==> src/rtl/irqx_pkg.sv <==
package irqx_pkg;

    parameter int unsigned NUM_LINES   = 16;
    parameter int unsigned ADDR_W      = 8;
    parameter int unsigned SYNC_STAGES = 2;

    typedef logic [NUM_LINES-1:0] line_vec_t;
    typedef logic [ADDR_W-1:0]    addr_t;

    localparam addr_t OFS_STATUS = addr_t'(8'h16);
    localparam addr_t OFS_RAW    = addr_t'(8'h18);
    localparam addr_t OFS_MSET   = addr_t'(8'h1A);
    localparam addr_t OFS_MCLR   = addr_t'(8'h1C);

    typedef enum logic [2:0] {
        SEL_NONE,
        SEL_STATUS,
        SEL_RAW,
        SEL_MSET,
        SEL_MCLR
    } reg_sel_e;

    typedef struct packed {
        logic      set_mask;
        logic      clr_mask;
        logic      clr_stat;
        line_vec_t data;
    } wr_cmd_t;

    function automatic reg_sel_e decode_addr(input addr_t a);
        reg_sel_e s;
        case (a)
            OFS_STATUS: s = SEL_STATUS;
            OFS_RAW:    s = SEL_RAW;
            OFS_MSET:   s = SEL_MSET;
            OFS_MCLR:   s = SEL_MCLR;
            default:    s = SEL_NONE;
        endcase
        return s;
    endfunction

endpackage

==> src/rtl/irqx_sync.sv <==
module irqx_sync
    import irqx_pkg::*;
#(
    parameter int unsigned WIDTH  = NUM_LINES,
    parameter int unsigned STAGES = SYNC_STAGES
) (
    input  logic             clk,
    input  logic             rst,
    input  logic [WIDTH-1:0] async_i,
    output logic [WIDTH-1:0] level_o,
    output logic [WIDTH-1:0] rise_o
);

    localparam int unsigned LAST = STAGES - 1;

    logic [WIDTH-1:0] prev_q;

    for (genvar n = 0; n < WIDTH; n++) begin : g_line
        logic [STAGES-1:0] chain_q;
        always_ff @(posedge clk) begin
            if (rst) begin
                chain_q <= '0;
            end else begin
                chain_q <= {chain_q[STAGES-2:0], async_i[n]};
            end
        end
        assign level_o[n] = chain_q[LAST];
    end

    always_ff @(posedge clk) begin
        if (rst) prev_q <= '0;
        else     prev_q <= level_o;
    end

    assign rise_o = level_o & ~prev_q;

    // an edge pulse lasts one cycle only
    p_rise_single_r4: assert property (@(posedge clk) disable iff (rst)
        1'b1 |=> ((rise_o & $past(rise_o)) == '0));

endmodule

==> src/rtl/irqx_decode.sv <==
module irqx_decode
    import irqx_pkg::*;
(
    input  logic      clk,
    input  logic      rst,
    input  addr_t     addr_i,
    input  logic      wr_en_i,
    input  logic      rd_en_i,
    input  line_vec_t wdata_i,
    input  line_vec_t status_i,
    input  line_vec_t mask_i,
    input  line_vec_t raw_i,
    output wr_cmd_t   cmd_o,
    output line_vec_t rdata_o
);

    reg_sel_e  sel;
    line_vec_t rd_mux;
    line_vec_t rdata_q;

    assign sel = decode_addr(addr_i);

    always_comb begin
        cmd_o          = '0;
        cmd_o.data     = wdata_i;
        cmd_o.set_mask = wr_en_i && (sel == SEL_MSET);
        cmd_o.clr_mask = wr_en_i && (sel == SEL_MCLR);
        cmd_o.clr_stat = wr_en_i && (sel == SEL_STATUS);
    end

    always_comb begin
        case (sel)
            SEL_STATUS: rd_mux = status_i;
            SEL_RAW:    rd_mux = raw_i;
            SEL_MSET:   rd_mux = mask_i;
            default:    rd_mux = '0;
        endcase
    end

    always_ff @(posedge clk) begin
        if (rst)          rdata_q <= '0;
        else if (rd_en_i) rdata_q <= rd_mux;
    end

    assign rdata_o = rdata_q;

    // unmapped and mask-clear reads return zero one cycle later
    p_unmapped_zero_r9: assert property (@(posedge clk) disable iff (rst)
        (rd_en_i && addr_i != OFS_STATUS && addr_i != OFS_RAW && addr_i != OFS_MSET)
        |=> (rdata_o == '0));

    // a mask read returns the mask seen at the read edge
    p_mask_read_r2: assert property (@(posedge clk) disable iff (rst)
        (rd_en_i && addr_i == OFS_MSET) |=> (rdata_o == $past(mask_i)));

    // at most one write target per cycle
    p_one_target: assert property (@(posedge clk) disable iff (rst)
        $onehot0({cmd_o.set_mask, cmd_o.clr_mask, cmd_o.clr_stat}));

endmodule

==> src/rtl/irqx_state.sv <==
module irqx_state
    import irqx_pkg::*;
(
    input  logic      clk,
    input  logic      rst,
    input  wr_cmd_t   cmd_i,
    input  line_vec_t rise_i,
    output line_vec_t status_o,
    output line_vec_t mask_o
);

    line_vec_t status_q;
    line_vec_t mask_q;
    line_vec_t clr_bits;
    line_vec_t set_bits;
    line_vec_t off_bits;

    assign clr_bits = cmd_i.clr_stat ? cmd_i.data : '0;
    assign set_bits = cmd_i.set_mask ? cmd_i.data : '0;
    assign off_bits = cmd_i.clr_mask ? cmd_i.data : '0;

    always_ff @(posedge clk) begin
        if (rst) begin
            status_q <= '0;
            mask_q   <= '0;
        end else begin
            // a fresh event outranks a clear on the same bit
            status_q <= (status_q & ~clr_bits) | rise_i;
            mask_q   <= (mask_q | set_bits) & ~off_bits;
        end
    end

    assign status_o = status_q;
    assign mask_o   = mask_q;

    // written ones become enabled
    p_mask_set_r2: assert property (@(posedge clk) disable iff (rst)
        cmd_i.set_mask |=> ((mask_q & $past(cmd_i.data)) == $past(cmd_i.data)));

    // written ones become disabled
    p_mask_clr_r3: assert property (@(posedge clk) disable iff (rst)
        cmd_i.clr_mask |=> ((mask_q & $past(cmd_i.data)) == '0));

    // mask is unchanged without a mask write
    p_mask_hold_r3: assert property (@(posedge clk) disable iff (rst)
        (!cmd_i.set_mask && !cmd_i.clr_mask) |=> $stable(mask_q));

    // every detected edge is latched, even against a clear
    p_edge_latch_r6: assert property (@(posedge clk) disable iff (rst)
        (rise_i != '0) |=> ((status_q & $past(rise_i)) == $past(rise_i)));

    // pending bits appear only from detected edges
    p_no_spurious_r4: assert property (@(posedge clk) disable iff (rst)
        1'b1 |=> ((status_q & ~$past(status_q) & ~$past(rise_i)) == '0));

    // cleared bits without a competing edge go to zero
    p_w1c_r5: assert property (@(posedge clk) disable iff (rst)
        cmd_i.clr_stat |=> ((status_q & $past(cmd_i.data & ~rise_i)) == '0));

endmodule

==> src/rtl/irqx_top.sv <==
module irqx_top
    import irqx_pkg::*;
(
    input  logic        clk,
    input  logic        rst,
    input  logic [15:0] src_i,
    input  logic [7:0]  addr_i,
    input  logic        wr_en_i,
    input  logic        rd_en_i,
    input  logic [15:0] wdata_i,
    output logic [15:0] rdata_o,
    output logic        irq_o
);

    line_vec_t level;
    line_vec_t rise;
    line_vec_t status;
    line_vec_t mask;
    wr_cmd_t   cmd;

    irqx_sync #(
        .WIDTH  (NUM_LINES),
        .STAGES (SYNC_STAGES)
    ) i_sync (
        .clk     (clk),
        .rst     (rst),
        .async_i (src_i),
        .level_o (level),
        .rise_o  (rise)
    );

    irqx_decode i_decode (
        .clk      (clk),
        .rst      (rst),
        .addr_i   (addr_i),
        .wr_en_i  (wr_en_i),
        .rd_en_i  (rd_en_i),
        .wdata_i  (wdata_i),
        .status_i (status),
        .mask_i   (mask),
        .raw_i    (level),
        .cmd_o    (cmd),
        .rdata_o  (rdata_o)
    );

    irqx_state i_state (
        .clk      (clk),
        .rst      (rst),
        .cmd_i    (cmd),
        .rise_i   (rise),
        .status_o (status),
        .mask_o   (mask)
    );

    assign irq_o = |(status & mask);

    // nothing enabled means no interrupt
    p_irq_quiet_r7: assert property (@(posedge clk) disable iff (rst)
        (mask == '0) |-> !irq_o);

    // the output is low in the cycle after reset releases
    p_irq_after_reset_r1: assert property (@(posedge clk)
        $fell(rst) |-> !irq_o);

endmodule

==> config.mk <==
export PLATFORM = sky130hd
export DESIGN_NAME = irqx_top
export DESIGN_NICKNAME = d
export VERILOG_FILES = /design/src/rtl/irqx_pkg.sv /design/src/rtl/irqx_sync.sv /design/src/rtl/irqx_decode.sv /design/src/rtl/irqx_state.sv /design/src/rtl/irqx_top.sv
export SDC_FILE = /design/constraint.sdc
export NUM_CORES = 1
export LEC_CHECK = 0
export ABC_CLOCK_PERIOD_IN_PS = 2260
export CORE_AREA = 3 3 105 107
export CTS_BUF_LIST = sky130_fd_sc_hd__clkbuf_8
export CTS_CLUSTER_SIZE = 28
export DETAILED_ROUTE_END_ITERATION = 12
export DIE_AREA = 0 0 108 110
export GPL_TIMING_DRIVEN = 0
export PLACE_DENSITY = 0.58
export SETUP_SLACK_MARGIN = 0.15
export SYNTH_ARGS = -nofsm -noshare
export SYNTH_HDL_FRONTEND = slang
export SYNTH_SLANG_ARGS = --single-unit
==> constraint.sdc <==
create_clock -name clk -period 2.26 [get_ports clk]
set_input_delay 0.452 -clock clk [delete_from_list [all_inputs] [get_ports clk]]
set_output_delay 0.452 -clock clk [all_outputs]
set_load 0.01 [all_outputs]
==> flow_summary.yaml <==
pwr:
  swShare_pct: 25.1
  p_int_mw: 2.28
  power.total_mw: 3.05
  p_switching_mw: 0.765
  power_frac_seq_pct: 58.1
  power_leakage_nw: 1.67
  ir_drop_mv: 0.302
  p_per_area_nw_per_um2: 612
  power_frac_clock_pct: 32.8
  comb_power_share_pct: 9.1
synthesis:
  synth_area_um2: 4050
  ys_top_cells_by_area: "dfxtp_1 (47%), nor2b_1 (10%), a211oi_2 (7.4%)"
  yosysUniqueCellTypes: 27
  synthSimpleGateAreaFrac_pct: 19.7
  seq_area_frac_synth_pct: 47.4
  synth_seq_cells: 96
  yosys_warnings: 0
  yosys.area_share.xor_xnor_pct: 0
  syn_area_per_cell_um2: 10.9
  synth-compound-area-share_pct: 21.8
  synth_mux_area_share_pct: 4.45
  synth_largest_area_cell: "dfxtp_1"
  yosys.area.top_type_share_pct: 47.4
  syn_inst: 372
  synth_top_family_by_area: "compound AO/OA/AOI/OAI gates"
  synth_fp_nets: 416
  yosys.area_share.adder_pct: 0
grt:
  grt_first_pass_wirelength_mm: 16.3
  grt_antenna_before_repair: 0
  grt_max_degree: 17
  first_global_vias: 2951
  grt_overflow: 0
  grt_usage_pct: 18.1
cts:
  cts.sinks: 96
  h-tree-depth: 3
  cts_setup_buffers: 0
  ctsHoldBuffers: 0
  clockRootBuffer: "clkbuf_8"
  tritoncts: "done"
  clockBufferDepth: 2
  clkLatencyLatePin_ps: 350
  cts_made_buffers: 9
  clkTransAtPathRegs_ps: 100
final_layout:
  n_antenna_cell: 0
  syn2layout_area_growth_pct: 22.9
  nNetsFinal: 485
  final_cell_area_um2: 4980
  nFillCells: 958
  finalNonFillerCells: 582
  multi_input_area_um2: 1880
  regArea_um2: 1920
  fin_util_pct: 48.7
  drive_gt1_share_pct: 18.2
critical_path:
  regToRegSetupSlack_ps: 1020
  path_class: "reg2out"
  reg2reg_depth: 3
  crit_path_start_kind: "register"
  crit_start: "i_state.mask_o[9]$_SDFF_PP0_"
  r2r_end: "i_decode.rdata_o[13]$_SDFFE_PP0P_"
  end_kind: "output pin"
  arrival_ps: 1480
  crit-reg2reg-launch: "i_state.mask_o[13]$_SDFF_PP0_"
  worst-path-max-fanout: 3
  crit_required_ps: 1810
run:
  max_cap_violations: 0
floorplan:
  dieArea_um2: 11900
  initial_core_util_pct: 39.6
  ios: 61
  core_um2: 10200
  fp.dieW_um: 108
  std_cell_rows: 37
  die_h_um: 110
detailed_routing:
  drc_errors: 0
  vias: 3017
  wl_mm: 10.1
  wl_per_cell_um: 17.3
  antenna_left: 0
  firstDrtPassIters: 4
  drt_iter0_markers: 178
  vias_per_cell: 5.18
min_path:
  holdPathEnd: "i_sync.prev_q[15]$_SDFF_PP0_"
  timing.hold.worst_path_depth: 2
  holdCritPathClass: "in2reg"
  hp-start: "rst"
outcome:
  outcome: "finished, final reports clean"
place:
  place_congestion: 0.825
  placed_cell_area_um2: 4800
  dp_hpwl_mm: 7.77
  placedCellCount: 566
  portBuffers: 58
sta:
  hold_viol: 0
  period_needed_ps: 1930
  worst_pin_slew_ps: 775
  skew_ps: 10.7
  slew_viol_final: 0
  relSlewSlack_pct: 48.3
  tns_ps: 0
  fmax_mhz: 517
  setup_violations: 0
  rsz0062_at_grt: "false"
  fin_crit_sh_pct: 85.5
==> worst max path at each step <==
stage | slack [ps] | to | cells after the start
2_1_floorplan | 640 | i_decode.rdata_o[10]$_SDFFE_PP0P_ | 5
3_3_place_gp | -20 | i_decode.rdata_o[9]$_SDFFE_PP0P_ | 6
3_5_place_dp | -10 | i_decode.rdata_o[13]$_SDFFE_PP0P_ | 6
4_1_cts | 190 | irq_o | 4
5_1_grt | 230 | irq_o | 4
6_report | 330 | irq_o | 4
==> cells in the mapped netlist (all sizes together) <==
master	number
mux2	16
and3	1
nor2b	66
a211oi	32
a32o	16
buf	22
dfxtp	96
and4b	5
nand4	17
o2111ai	1
a31oi	5
clkbuf	12
inv	17
a41oi	11
a221oi	20
and2	11
nand2b	16
a22o	4
and3b	2
nor4b	1
nor4	1
==> area by class of cell <==
class / count / share of cell area [%]
sequential: 96 / 38.6
multi-input combinational: 225 / 37.7
timing repair buffer: 58 / 11.6
buffer: 34 / 4.07
tap: 136 / 3.42
clock buffer: 9 / 2.49
inverter: 17 / 1.28
clock inverter: 7 / 0.955
==> through the flow <==
stage	hold WS (ps)	setup WS, ps
3_3_place_gp	419	-15.2
3_5_place_dp	423	-10.7
4_1_cts	395	186
5_1_grt	418	229
6_report	406	327
2_1_floorplan	414	641
==> flip-flops by register name, summed over array words and instances (netlist names) <==
name                   flops
i_decode.rdata_o          16
i_sync.prev_q             16
i_state.mask_o            16
i_state.status_o          16
i_sync.g_line.chain_q     32
==> layer usage <==
metal  GRT usage (%)  wire [µm]  vias up
li1                -          -     1514
met1            24.9       4880     1428
met2            28.9       4550       66
met3            2.97        464        9
met4            6.40        187        0
met5               0          0        -
==> power groups by stage <==
stage	logic (mW)	clock network, mW	registers [mW]
4_1_cts	0.279	1.03	1.77
5_1_grt	0.303	1.10	1.78
6_report	0.276	1.00	1.77
2_1_floorplan	0.147	0	1.80
3_3_place_gp	0.275	0	1.81
3_5_place_dp	0.277	0	1.81
==> kinds of logic (layout without fill, tap and decap cells) <==
kind of cell,count (synthesis),count (layout)
AND/OR/NAND/NOR,120,120
flip-flops,96,96
AO/OA/AOI/OAI,89,89
buffers and inverters,51,125
multiplexers,16,16
==> repair_timing <==
action                                  in CTS  in global routing
pin swaps                                    1                  1
resized for setup                            4                  1
endpoints found under the setup margin       1                  1
==> worst max-delay path, stage by stage (launching register included) <==
cell and delay (ps):
dfxtp_1 370, a22o_1 240, a221oi_1 200, nand4_1 150, clkbuf_2 160
==> layout by cell type, fill, tap and decap left out <==
master           netlist  final
a211oi_1               8      8
a211oi_2              24     24
a221oi_1              20     18
a221oi_2               0      2
a22o_1                 4      4
a31oi_1                5      5
a32o_1                16     16
a41oi_1               11     11
and2_1                11     11
and3_1                 1      1
and3b_1                2      2
and4b_1                5      5
buf_1                  1      1
buf_12                 1      1
buf_2                 14     14
buf_4                  1      1
buf_6                  5      5
clkbuf_1              12     12
clkbuf_2               0      1
clkbuf_8               0      9
clkdlybuf4s50_1        0     57
clkinv_2               0      2
clkinv_4               0      1
clkinvlp_4             0      1
dfxtp_1               96     96
inv_1                 17     18
inv_6                  0      2
mux2_1                 1      1
mux2_2                15     15
nand2b_1              16     16
nand4_1               17     17
nor2b_1               66     66
nor4_2                 1      1
nor4b_4                1      1
o2111ai_4              1      1
Power figures use the tool's default switching activity.
